**src/rtl/irq_router.sv**
```systemverilog
`timescale 1ns/1ps
module irq_router #(
  parameter int SRC_W  = 16,
  parameter int N_OUT  = 5,
  parameter int CODE_W = 3
) (
  input  logic              clk,
  input  logic              rst_n,
  input  logic [15:0]       src_a,
  input  logic [15:0]       src_b,
  input  logic              reg_we,
  input  logic [3:0]        reg_addr,
  input  logic [15:0]       reg_wdata,
  output logic [15:0]       reg_rdata,
  output logic [4:0]        cpu_irq
);
  localparam int NFLD = 5;
  localparam logic [19:0] FLD_EN = {5'b11111, 5'b11111, 5'b01101, 5'b11111};

  logic [15:0] mask_a, mask_b;
  logic [15:0] asg [4];
  logic [CODE_W-1:0] rt_a [SRC_W];
  logic [CODE_W-1:0] rt_b [SRC_W];
  logic [15:0] act_a, act_b;
  logic [4:0]  irq_d, st_vld;
  logic [4:0]  st_idx [N_OUT];

  assign act_a = src_a & mask_a;
  assign act_b = src_b & mask_b;

  always_ff @(posedge clk or negedge rst_n) begin
    if (!rst_n) begin
      mask_a  <= '0;
      mask_b  <= '0;
      asg[0]  <= 16'h0040;
      asg[1]  <= '0;
      asg[2]  <= 16'h0002;
      asg[3]  <= '0;
      cpu_irq <= '0;
    end else begin
      cpu_irq <= irq_d;
      if (reg_we) begin
        if (reg_addr == 4'd1) mask_a <= reg_wdata;
        if (reg_addr == 4'd3) mask_b <= reg_wdata;
        if (reg_addr[3:2] == 2'b01)
          for (int k = 0; k < NFLD; k++)
            if (FLD_EN[reg_addr[1:0]*NFLD + k] && reg_wdata[k*3 +: 3] <= 3'd4)
              asg[reg_addr[1:0]][k*3 +: 3] <= reg_wdata[k*3 +: 3];
      end
    end
  end

  always_comb begin
    for (int p = 0; p < SRC_W; p++) begin
      rt_a[p] = '0;
      rt_b[p] = '0;
    end
    rt_a[0]  = asg[0][2:0];   rt_a[1]  = asg[0][5:3];   rt_a[2] = asg[0][8:6];
    rt_a[3]  = asg[0][11:9];  rt_a[8]  = asg[0][14:12];
    rt_a[9]  = asg[1][2:0];   rt_a[11] = asg[1][8:6];   rt_a[12] = asg[1][11:9];
    rt_b[0]  = asg[2][2:0];   rt_b[1]  = asg[2][5:3];   rt_b[3] = asg[2][8:6];
    rt_b[4]  = asg[2][11:9];  rt_b[5]  = asg[2][14:12];
    rt_b[6]  = asg[3][2:0];   rt_b[7]  = asg[3][5:3];   rt_b[8] = asg[3][8:6];
    rt_b[9]  = asg[3][11:9];  rt_b[10] = asg[3][14:12];
  end

  always_comb begin
    irq_d = '0;
    for (int n = 0; n < N_OUT; n++)
      for (int p = 0; p < SRC_W; p++)
        if ((act_a[p] && rt_a[p] == 3'(n)) || (act_b[p] && rt_b[p] == 3'(n)))
          irq_d[n] = 1'b1;
  end

  always_comb begin
    st_vld = '0;
    for (int n = 0; n < N_OUT; n++) begin
      st_idx[n] = '0;
      for (int p = SRC_W-1; p >= 0; p--)
        if (act_b[p] && rt_b[p] == 3'(n)) begin
          st_vld[n] = 1'b1;
          st_idx[n] = {1'b1, 4'(p)};
        end
      for (int p = SRC_W-1; p >= 0; p--)
        if (act_a[p] && rt_a[p] == 3'(n)) begin
          st_vld[n] = 1'b1;
          st_idx[n] = {1'b0, 4'(p)};
        end
    end
  end

  always_comb begin
    reg_rdata = '0;
    case (reg_addr)
      4'd0: reg_rdata = src_a;
      4'd1: reg_rdata = mask_a;
      4'd2: reg_rdata = src_b;
      4'd3: reg_rdata = mask_b;
      4'd4, 4'd5, 4'd6, 4'd7: reg_rdata = asg[reg_addr[1:0]];
      4'd8, 4'd9, 4'd10, 4'd11, 4'd12:
        reg_rdata = {st_vld[reg_addr - 4'd8], 10'b0, st_idx[reg_addr - 4'd8]};
      default: reg_rdata = '0;
    endcase
  end
endmodule

```
**config.mk**
```make
export PLATFORM = sky130hd
export DESIGN_NAME = irq_router
export DESIGN_NICKNAME = d
export VERILOG_FILES = /design/src/rtl/irq_router.sv
export SDC_FILE = /design/constraint.sdc
export NUM_CORES = 1
export LEC_CHECK = 0
export ABC_CLOCK_PERIOD_IN_PS = 5800
export CORE_MARGIN = 2
export CORE_UTILIZATION = 55
export DETAILED_ROUTE_END_ITERATION = 12
export PLACE_DENSITY_LB_ADDON = 0.08
export SETUP_SLACK_MARGIN = 0.3
export SYNTH_ARGS = -nofsm -noshare
export SYNTH_HDL_FRONTEND = slang
export SYNTH_SLANG_ARGS = --single-unit
```
**constraint.sdc**
```tcl
create_clock -name clk -period 5.8 [get_ports clk]
set_clock_uncertainty 0.2 [all_clocks]
set_input_delay 1.16 -clock clk [delete_from_list [all_inputs] [get_ports clk]]
set_output_delay 1.16 -clock clk [all_outputs]
set_load 0.03 [all_outputs]
```
==> reports/metrics.cfg, run 1 <==
[run_status]
status=finished clean

[placement]
hpwl_um=22800
post-place-ws_ps=284
port-buffer-count=75
dp.cells=1010
place_congestion=1.08

[logic_synthesis]
synth-edff-count=0
synthesis.instances=775
synthDistinctLibCells=82
yosys.area.top_type=dfrtp_1
ys_seq_area_share_pct=33.5
synth_fp_nets=835
yosys_warnings=0
synth_area_mm2=0.00725
synth_ff_type=dfrtp_1
synth_area_leaders=dfrtp_1, mux2_2, nor2_1
syn_area_per_cell_um2=9.36
ys_async_sr_fraction_pct=100
ys_ff_latch=97
synth_top_area_share_pct=32.8

[floorplanning]
die-area_mm2=0.0141
die_w_um=119
die_h_um=119
io_pins=76
fp-row-count=41
fp.coreArea_mm2=0.0127
initial_core_util_pct=57.0

[route]
wl_met2_um=12600
ant_nets=0
routed_via_density=7.43
top_layer=met4
wl_met3_um=3820
drc_errors=0
wire_per_inst_um=28.3
drt_pass1_iterations=6
dr_total_vias=7627
drt_iter0_markers=1396
m1WireLength_um=10900
routed_wl_um=29100

[power_and_ir_drop]
swShare_pct=41.7
total_leakage_power_nw=3.58
switchingPower_mw=1.13
seqPwrFrac_pct=41.7
p_per_area_mw_per_mm2=319
intPower_mw=1.58
comb_power_share_pct=36.6
clkPwrFrac_pct=21.8
ir_drop_uv=324
finalPower_mw=2.72

[worst_setup_path]
path_max_fanout=7
worstPathRequired_ps=4440
arrival_ps=4090
r2r_start=asg[60]
crit_start=reg_addr[0]
start_kind=input port
crit_type=in2out
end_kind=output pin

[timing]
hold_viol=0
period_needed_ps=5450
setup_viol_count_final=0
setup_tns_ps=0
fmax_mhz=183
period_share_pct=94.0
tightestPinTransition_ps=1060
slew_viol_final=0
rsz0062_at_grt=false
fin_ws_ps=350
slew_headroom_pct=29.6

[cts]
cts_setup_buffers=0
numCtsBuffers=9
cts.path.max_buffers=2
cts_root_buf=clkbuf_16
hold_buffers=0
h-tree-depth=3
cts.clk_slew.worst_paths_ps=70
cts_num_sinks=97
tritoncts=done
clk_latency_ps=370

[layout]
final_util_pct=66.9
fill_cells=1048
drive_gt1_share_pct=18.6
nets=909
syn2layout_area_growth_pct=17.3
fin_cells=1027

[global_route]
antenna_found_initial=1
grt_max_degree=56
grt_overflow=0
first_global_vias=7249
grt_pass1_wl_um=43500
grt_use_total_pct=41.1

[min_path]
hold_path_class=reg2reg
min_from=asg[35]

[job]
maxCapViolations=0

stage by stage:
| step | instance area, um2 | hold WS (ps) |
|---|---|---|
| floorplan | 7250 | 221 |
| global placement | 8190 | 160 |
| detailed placement | 8190 | 164 |
| CTS | 8480 | 181 |
| global route | 8510 | 188 |
| finish | 8510 | 178 |
sequential cells by signal (all words and copies together), names as in the netlist:
name     cells
mask_b      16
cpu_irq      5
mask_a      16
asg         60
critical path, stage by stage:
cell and delay [ps]:
clkdlybuf4s50_1 580, inv_1 160, ha_1 250, buf_4 190
and2_1 160, buf_4 160, a22o_1 230, a221oi_1 380
o311a_1 320, o221ai_1 120, dlygate4sd2_1 380
power groups by stage:
stage / combinational (mW) / sequential (mW) / clock [mW]
finish: 0.993 / 1.13 / 0.591
detailed placement: 0.958 / 1.11 / 0
global route: 1.05 / 1.14 / 0.624
global placement: 0.941 / 1.11 / 0
CTS: 0.962 / 1.10 / 0.599
floorplan: 0.644 / 1.01 / 0
cell type report:
class | count | area, um2 | area share, %
antenna | 1 | 2.50 | 0.0294
inverter | 15 | 56.3 | 0.662
clock buffer | 10 | 229 | 2.69
clock inverter | 6 | 62.6 | 0.735
tap | 172 | 215 | 2.53
sequential | 97 | 2430 | 28.6
timing repair buffer | 96 | 910 | 10.7
multi-input combinational | 630 | 4600 | 54.1
repair_timing:
action | 4_1_cts | 5_1_grt
setup endpoints to repair | 2 | 9
cloned | 0 | 0
pin swaps | 0 | 0
gates resized for setup | 2 | 7
layer usage:
metal	up-vias	track usage [%]
met1	3642	54.4
met2	693	62.3
met4	0	20.4
met5	-	0
met3	136	10.8
li1	3156	-
cell families (layout without fill, tap and decap cells):
logic type,count (synthesis),count (layout),share of synthesized area (%)
multiplexers,83,83,15.3
flip-flops,97,97,33.5
adder cells (fa/ha/maj),5,5,0.863
buffers and inverters,48,127,3.16
other,0,1,0
AO/OA/AOI/OAI,196,196,19.9
AND/OR/NAND/NOR,346,346,27.3
layout by cell type (no fill, tap or decap), drive strengths merged, types with 5 or more instances in the layout:
master and n:
a211oi 6, a21oi 36, a22o 8, a22oi 40
a31oi 6, a32oi 7, and2 12, and3 5
and3b 20, buf 24, clkbuf 10, clkdlybuf4s50 67
dfrtp 95, ha 5, inv 17, mux2 68
mux4 15, nand2 73, nand2b 5, nand3 36
nand3b 7, nand4 20, nand4b 21, nor2 81
nor2b 10, nor3 20, nor3b 9, nor4 6
o211ai 9, o21a 6, o21ai 19, o22ai 10
cells in the mapped netlist (all sizes together), types with 7 or more instances:
| cell type | instances |
|---|---|
| nor3b | 9 |
| and3b | 20 |
| nand4 | 20 |
| a32oi | 7 |
| o22ai | 10 |
| a22oi | 40 |
| nand3b | 7 |
| dfrtp | 95 |
| o211ai | 9 |
| nor2 | 81 |
| o21ai | 19 |
| a22o | 8 |
| and2 | 12 |
| inv | 15 |
| mux2 | 68 |
| buf | 8 |
| nand4b | 21 |
| clkbuf | 25 |
| mux4 | 15 |
| nand3 | 36 |
| nor3 | 20 |
| nor2b | 10 |
| a21oi | 36 |
| nand2 | 73 |
worst paths after layout:
path	to	slack [ps]	cells past startpoint
worst max-delay path	reg_rdata[4]	350	11
worst max register to register	cpu_irq[4]	3720	5
max in group asynchronous	asg[30]	3710	2
min in group asynchronous	asg[55]	580	1
worst min-delay path	asg[35]	180	0
worst min register to register	asg[35]	180	0
(Power assumes the default switching activity.)
==> run 2, diff against run 1 <==
--- a/config.mk
+++ b/config.mk
@@ -9,6 +9,7 @@
 export CORE_MARGIN = 2
 export CORE_UTILIZATION = 55
 export DETAILED_ROUTE_END_ITERATION = 12
+export HOLD_SLACK_MARGIN = 0.1
 export PLACE_DENSITY_LB_ADDON = 0.08
 export SETUP_SLACK_MARGIN = 0.3
 export SYNTH_ARGS = -nofsm -noshare
==> results of run 2 <==
No change in the layout: final DEF, timing and power equal those of run 1.
